===== src/rtl/rtc_irq_pkg.sv =====
package rtc_irq_pkg;
  localparam int B_MIN_EN = 7;
  localparam int B_SEC_EN = 6;
  localparam int B_MSF    = 5;
  localparam int B_PULSE  = 4;
  localparam int B_AF     = 3;
  localparam int B_TF     = 2;
  localparam int B_AIE    = 1;
  localparam int B_TIE    = 0;
  localparam int B_OSF    = 7;

  localparam int NFLG   = 4;
  localparam int FLG_MS = 0;
  localparam int FLG_AL = 1;
  localparam int FLG_TM = 2;
  localparam int FLG_OS = 3;

  typedef struct packed {
    logic min_en;
    logic sec_en;
    logic pulse_md;
    logic aie;
    logic tie;
  } ctrl_en_t;
endpackage


===== src/rtl/rtc_sticky_flag.sv =====
module rtc_sticky_flag #(
  parameter logic RST_VAL = 1'b0
) (
  input  logic clk_i,
  input  logic rst_ni,
  input  logic set_i,
  input  logic clr_i,
  output logic flag_o
);
  // set wins over clear
  always_ff @(posedge clk_i or negedge rst_ni) begin
    if (!rst_ni)     flag_o <= RST_VAL;
    else if (set_i)  flag_o <= 1'b1;
    else if (clr_i)  flag_o <= 1'b0;
  end
endmodule


===== src/rtl/rtc_irq_pulse.sv =====
module rtc_irq_pulse #(
  parameter int PULSE_LEN = 4,
  localparam int CNT_W = $clog2(PULSE_LEN + 1)
) (
  input  logic             clk_i,
  input  logic             rst_ni,
  input  logic             trig_i,
  output logic [CNT_W-1:0] cnt_o,
  output logic             active_o
);
  always_ff @(posedge clk_i or negedge rst_ni) begin
    if (!rst_ni)              cnt_o <= '0;
    else if (trig_i)          cnt_o <= CNT_W'(PULSE_LEN);
    else if (cnt_o != '0)     cnt_o <= cnt_o - 1'b1;
  end

  assign active_o = (cnt_o != '0);
endmodule


===== src/rtl/rtc_irq_ctrl.sv =====
module rtc_irq_ctrl
  import rtc_irq_pkg::*;
#(
  parameter int ADDR_W = 4,
  parameter int PULSE_LEN = 4,
  parameter logic [ADDR_W-1:0] CTRL_ADDR = 'h1,
  parameter logic [ADDR_W-1:0] OSC_ADDR  = 'h2,
  localparam int CNT_W = $clog2(PULSE_LEN + 1)
) (
  input  logic              clk_i,
  input  logic              rst_ni,
  input  logic              wr_en_i,
  input  logic [ADDR_W-1:0] addr_i,
  input  logic [7:0]        wdata_i,
  output logic [7:0]        rdata_o,
  input  logic              sec_tick_i,
  input  logic              min_tick_i,
  input  logic              alarm_i,
  input  logic              timer_i,
  input  logic              osc_run_i,
  output logic              irq_no
);
  ctrl_en_t         en_q;
  logic             wr_ctrl, wr_osc, ms_evt, pulse_trig, pulse_act;
  logic             alarm_irq, level_irq;
  logic [NFLG-1:0]  flg_set, flg_clr, flg_q;
  logic             msf_q, af_q, tf_q, osf_q;
  logic [CNT_W-1:0] pulse_cnt;
  logic [7:0]       ctrl_rd;

  assign wr_ctrl = wr_en_i && (addr_i == CTRL_ADDR);
  assign wr_osc  = wr_en_i && (addr_i == OSC_ADDR);

  always_ff @(posedge clk_i or negedge rst_ni) begin
    if (!rst_ni) begin
      en_q <= '0;
    end else if (wr_ctrl) begin
      en_q.min_en   <= wdata_i[B_MIN_EN];
      en_q.sec_en   <= wdata_i[B_SEC_EN];
      en_q.pulse_md <= wdata_i[B_PULSE];
      en_q.aie      <= wdata_i[B_AIE];
      en_q.tie      <= wdata_i[B_TIE];
    end
  end

  assign ms_evt = (min_tick_i & en_q.min_en) | (sec_tick_i & en_q.sec_en);

  always_comb begin
    flg_set         = '0;
    flg_clr         = '0;
    flg_set[FLG_MS] = ms_evt;
    flg_set[FLG_AL] = alarm_i;
    flg_set[FLG_TM] = timer_i;
    flg_set[FLG_OS] = ~osc_run_i;
    flg_clr[FLG_MS] = wr_ctrl & ~wdata_i[B_MSF];
    flg_clr[FLG_AL] = wr_ctrl & ~wdata_i[B_AF];
    flg_clr[FLG_TM] = wr_ctrl & ~wdata_i[B_TF];
    flg_clr[FLG_OS] = wr_osc  & ~wdata_i[B_OSF];
  end

  for (genvar g = 0; g < NFLG; g++) begin : g_flg
    rtc_sticky_flag #(
      .RST_VAL((g == FLG_OS) ? 1'b1 : 1'b0)
    ) u_flg (
      .clk_i  (clk_i),
      .rst_ni (rst_ni),
      .set_i  (flg_set[g]),
      .clr_i  (flg_clr[g]),
      .flag_o (flg_q[g])
    );
  end

  assign msf_q = flg_q[FLG_MS];
  assign af_q  = flg_q[FLG_AL];
  assign tf_q  = flg_q[FLG_TM];
  assign osf_q = flg_q[FLG_OS];

  assign pulse_trig = ms_evt | (timer_i & en_q.tie);

  rtc_irq_pulse #(
    .PULSE_LEN(PULSE_LEN)
  ) u_pulse (
    .clk_i    (clk_i),
    .rst_ni   (rst_ni),
    .trig_i   (pulse_trig),
    .cnt_o    (pulse_cnt),
    .active_o (pulse_act)
  );

  assign alarm_irq = af_q & en_q.aie;
  assign level_irq = msf_q | alarm_irq | (tf_q & en_q.tie);
  assign irq_no    = ~(en_q.pulse_md ? (pulse_act | alarm_irq) : level_irq);

  always_comb begin
    ctrl_rd           = '0;
    ctrl_rd[B_MIN_EN] = en_q.min_en;
    ctrl_rd[B_SEC_EN] = en_q.sec_en;
    ctrl_rd[B_MSF]    = msf_q;
    ctrl_rd[B_PULSE]  = en_q.pulse_md;
    ctrl_rd[B_AF]     = af_q;
    ctrl_rd[B_TF]     = tf_q;
    ctrl_rd[B_AIE]    = en_q.aie;
    ctrl_rd[B_TIE]    = en_q.tie;
  end

  always_comb begin
    rdata_o = '0;
    if (addr_i == CTRL_ADDR)     rdata_o = ctrl_rd;
    else if (addr_i == OSC_ADDR) rdata_o[B_OSF] = osf_q;
  end
endmodule


===== config.mk =====
export PLATFORM = sky130hd
export DESIGN_NAME = rtc_irq_ctrl
export DESIGN_NICKNAME = d
export VERILOG_FILES = /design/src/rtl/rtc_irq_pkg.sv /design/src/rtl/rtc_sticky_flag.sv /design/src/rtl/rtc_irq_pulse.sv /design/src/rtl/rtc_irq_ctrl.sv
export SDC_FILE = /design/constraint.sdc
export NUM_CORES = 1
export LEC_CHECK = 0
export ABC_AREA = 1
export CAP_MARGIN = 20
export CORE_MARGIN = 3
export CORE_UTILIZATION = 37
export DETAILED_ROUTE_END_ITERATION = 8
export PLACE_DENSITY = 0.73
export SLEW_MARGIN = 10
export SYNTH_ARGS = -nofsm -noshare
export SYNTH_HDL_FRONTEND = slang
export SYNTH_HIERARCHICAL = 1
export SYNTH_SLANG_ARGS = --single-unit
export TNS_END_PERCENT = 10

===== constraint.sdc =====
create_clock -name clk_i -period 1.05 [get_ports clk_i]
set_input_delay 0.21 -clock clk_i [delete_from_list [all_inputs] [get_ports clk_i]]
set_output_delay 0.21 -clock clk_i [all_outputs]
set_load 0.02 [all_outputs]

After elaboration in Yosys (flattened, before gate mapping)
Index checks and enable logic that the tools add are counted.
- memories kept: 0
- bits of input ports: 20
- register bits: 12
- logic and storage cells: 54
- memory bits (writable): 0
- bits in read-only memories: 0
- bits in latches: 0
- output and inout port bits: 9
- bitwise gates (word level): 19
- add/sub/neg operators: 1
- shift-type cells: 0
- divide/modulo/power cells: 0
- eq/ne operators: 3
- reduce and logical (&&, ||, !) cells: 7
- multipliers: 0
- multiplexer cells: 14
- magnitude comparators: 0
- operators by type and width (cell ; count):
    2-to-1 mux 1 bit ; 11
    bitwise AND 1 bit ; 9
    nonzero test 2 bit ; 4
    2-to-1 mux 7 bit ; 1
    2-to-1 mux 3 bit ; 2
    inverter 1 bit ; 5
    bitwise OR 1 bit ; 5
    equality test 4 x 1 -> 1 bit (second input constant) ; 1
    equality test 4 x 2 -> 1 bit (second input constant) ; 1
    nonzero test 3 bit ; 1
    subtractor 3 x 1 -> 3 bit (second input constant) ; 1
    logical AND 1 bit ; 2
    != test 2 x 1 -> 1 bit (second input constant) ; 1

Longest topological paths before layout
- depth in word-level cells: 5
- depth in mapped cells: 7
- gate-level depth less buffers: 7

Modules after synthesis
The synthesis kept the hierarchy.
- modules (own cells, without submodules) (module ; seq. area each (um^2) ; area an instance (um^2) ; cells each ; times used):
    rtc_irq_ctrl ; 125.1 ; 381.6 ; 58 ; 1
    rtc_irq_pulse ; 75.1 ; 173.9 ; 22 ; 1
    rtc_sticky_flag (g_flg[0].u_flg ...) ; 25.0 ; 40.0 ; 5 ; 3
    rtc_sticky_flag (g_flg[3].u_flg) ; 26.3 ; 41.3 ; 5 ; 1

Worst setup path after synthesis
No wires, ideal clock.
- kind: register to output
- start: register u_pulse.cnt_o[0]
- end: output irq_no
- path buffers: 0
- slack: -0.249 ns
- stages on the path, launching flop included: 6
- data arrival time: 1.089 ns
- data required time: 0.840 ns
- cell sequence: dfrtp_1 inv_1 ha_1 nand2_2 nand3b_1 o21ai_0
- longest elaborated chain between the ends: 4
- ends and longest elaborated chain (element ; line ; text):
    from (decl) ; rtc_irq_pulse.sv:8 ; output logic [CNT_W-1:0] cnt_o,
    from (signal assigned) ; rtc_irq_pulse.sv:13 ; else if (trig_i) cnt_o <= CNT_W'(PULSE_LEN);
    from (signal assigned) ; rtc_irq_pulse.sv:14 ; else if (cnt_o != '0) cnt_o <= cnt_o - 1'b1;
    nonzero test 3 bit ; rtc_irq_pulse.sv:17 ; assign active_o = (cnt_o != '0);
    net pulse_act ; rtc_irq_ctrl.sv:24 ; logic wr_ctrl, wr_osc, ms_evt, pulse_trig, pulse_act;
    bitwise OR 1 bit ; rtc_irq_ctrl.sv:92 ; assign irq_no = ~(en_q.pulse_md ? (pulse_act | alarm_irq) : level_irq);
    2-to-1 mux 1 bit ; rtc_irq_ctrl.sv:92 ;
    inverter 1 bit ; rtc_irq_ctrl.sv:92 ;
    to (decl) ; rtc_irq_ctrl.sv:21 ; output logic irq_no
The timed path passes the listed nets, and every way through them passes these cells.

Worst setup path after layout
- start: register u_pulse.cnt_o[1]
- end: output irq_no
Same word-level chain as after synthesis.

==> results.md <==
* Global-route wire length before repair at 3298 um
* Tcrit/Tclk final at 143.4%
* FF-to-FF End: u_pulse/cnt_o[2]$_DFFE_PN0P_
* Worst path bufs/invs at 2
* HP Class: in -> async
* Ant. Diodes at 0
* Critical path fanouts, max at 2
* Share of layout cells above drive strength 1 at 34.42%
* Failing checks: setup timing
* Clock Path Buffers at 2
* Crit path arrival time at around 1.3 ns
* Synth top area share at 38.39%
* # rows at 15
* Place WS at -0.9150 ns
* Worst VDD drop at 0.001416 V
* Die area at 2502 um^2
* Synthesized Nets at 122
* Final setup margin at -0.4562 ns
* Most frequent cells in the layout: 28 x nand2_1, 26 x buf_4, 17 x inv_1, 16 x clkdlybuf4s50_1
* Routed length per placed instance at approximately 11 um
* Reg-to-reg startpoint: u_pulse/cnt_o[0]$_DFFE_PN0P_
* Drc violations at 0
* Gpl congestion at around 0.8
* WL final at ~2000 um
* Synth Warn # at 6
* DRT iter0 DRCs at 13
* Core Region at roughly 1800 um^2
* Die height at ~50 um
* CP Launch Type: register
* Die width at 50.02 um
* H-tree levels at 1
* Vias in the first global route at a little under 800
* Setup violations, final at 20
* Post-layout min period at 1.506 ns
* Worst skew pair latency at 0.28 ns
* Critical path class: reg -> out
* Largest net degree at the start of global routing at 13
* RSZ-0062 raised after global routing: true
* Largest area contributor in the netlist: dfrtp_1
* CP Data Required Time at 0.84 ns
* Final Max Tran Viols at 0
* R2R Setup Slk at -0.11 ns
* Accumulated negative setup slack at -4.464 ns
* Critical path's slowest cell: dfrtp_1
* Family with the most delay on the worst path: flip-flops
* # port buffers at 28
* Critical path's largest stage delay at 0.39 ns
* Area of the multi-input gates at 386.6 um^2
* Max_cap viols at 0
* Reg2Reg Depth at 8
* Syn-to-layout area delta at 77.14%
* Cell Pwr Density at ~1600 nW/um^2
* Crit. End Element: output port
* Fillers at 150
* Max Clk Rate at 0.6639 GHz
* Starting Density at 40.21%
* Mapped Cells at 100
* Cells along the critical path: inv_2 > ha_4 > nand2_2 > nand3b_1 > o21ai_2 > buf_6
* CTS Buf Count at 3
* GRT Total Usage at between 10% and 20%
* Register area at 301.5 um^2
* Clock skew at 0.008554 ns
* Flops & latches, synth at 12
* CTS root buffer: clkbuf_4
* Final non-filler cell total at 179
* DR pass1 iterations at 4
* TritonCTS clock tree: done
* Placed cell count at 172
* Reg clk slew, reported paths at 0.08 ns
* DR vias at 803
* Initial antenna violation count at 0
* Syn Std Cell Area at 716.9 um^2
* Worst slew margin at 83.82%
* Hpwl dp at roughly 1600 um
* Antenna-violating nets left at 0
* # clock sinks at 12
* Io pins at 29
* NumNets Final at 177
* Commonest non-fill, non-tap cell in the layout: nand2_1
* Static Leak at 0.6885 nW
* Status: finished, violations left
* Top cells by area, synth: dfrtp_1 38%, nand2_1 15%, inv_1 11%
* Grt ovf at 0
* Worst Tran Pin Value at 0.2419 ns
* Final Hold Fails at 0
* Via density at 4.486
* Post-synth cell types at 14
* Mean Syn Cell Area at just over 7 um^2
* Sequential share of the synthesized area at 42.06%
[flip-flops by register name, summed over array words and instances (netlist names)]
register            cells
ctrl_rd                 5
g_flg.u_flg/flag_o      4
u_pulse/cnt_o           3
[cell type report]
type,count,area share (%)
Timing Repair Buffer,50,34.78
Multi-Input combinational cell,66,30.44
Sequential cell,12,23.74
Inverter,22,6.502
Tap cell,25,2.463
Clock buffer,4,2.069
[synthesized netlist by cell type]
master	count
nand3_1	5
nor2_4	2
dfstp_2	1
nand2_1	29
o21ai_0	1
nand4_1	9
nand2_2	2
dfrtp_1	11
nand3_4	1
inv_1	21
inv_2	1
nand3b_1	1
ha_1	2
nor2_1	14
[routing by layer]
metal / global-route usage [%] / up-vias / wire [um] / part of all wire (%)
met1: 18.73 / 365 / 849 / 42
met4: 5.530 / 0 / 28 / 1.4
met5: 0 / - / 0 / 0
met2: 31.96 / 17 / 1059 / 52
li1: - / 416 / - / -
met3: 6.344 / 5 / 84 / 4.2
[report_power, final]
group	internal, mW	total (mW)	switching [mW]
Combinational	0.563	1.04	0.472
Sequential	0.567	0.640	0.0723
Clock	0.148	0.311	0.164
[cells by family (layout without fill, tap and decap cells)]
logic type	Yosys count	after routing	synth area share, %
compound gates	1	1	0.6974
fa+ha+maj	2	2	3.490
buf+inv	22	76	11.52
flops	12	12	42.06
simple gates	63	63	42.23
[stage by stage]
stage               instance area (um^2)  hold WS [ns]  util, %  power (mW)
floorplan                          733.2      -0.08559        -       1.059
global route                        1270        0.2314    71.23       2.129
finish                              1270        0.2139    71.23       1.986
CTS                                 1232        0.2127    69.12       1.920
detailed placement                  1187        0.4547    66.60       1.494
global placement                    1187        0.4548    66.60       1.456
[worst max-delay path by stage]
stage / start / end / slack, ns / cells after the start
finish: u_pulse/cnt_o[1]$_DFFE_PN0P_ / irq_no / -0.46 / 6
CTS: u_pulse/cnt_o[0]$_DFFE_PN0P_ / irq_no / -0.47 / 6
global route: u_pulse/cnt_o[0]$_DFFE_PN0P_ / irq_no / -0.50 / 6
global placement: addr_i[0] / rdata_o[4] / -0.87 / 6
floorplan: u_pulse/cnt_o[1]$_DFFE_PN0P_ / irq_no / -0.06 / 5
detailed placement: addr_i[0] / rdata_o[6] / -0.92 / 6
[timing repair]
action / 4_1_cts / 5_1_grt
pin swaps: 4 / 0
resized for setup: 55 / 9
endpoints found under the hold margin: 0 / 0
buffers inserted: 2 / 1
hold buffers: 0 / 0
setup endpoints to repair: 19 / 20
Power figures use the tool's default switching activity.
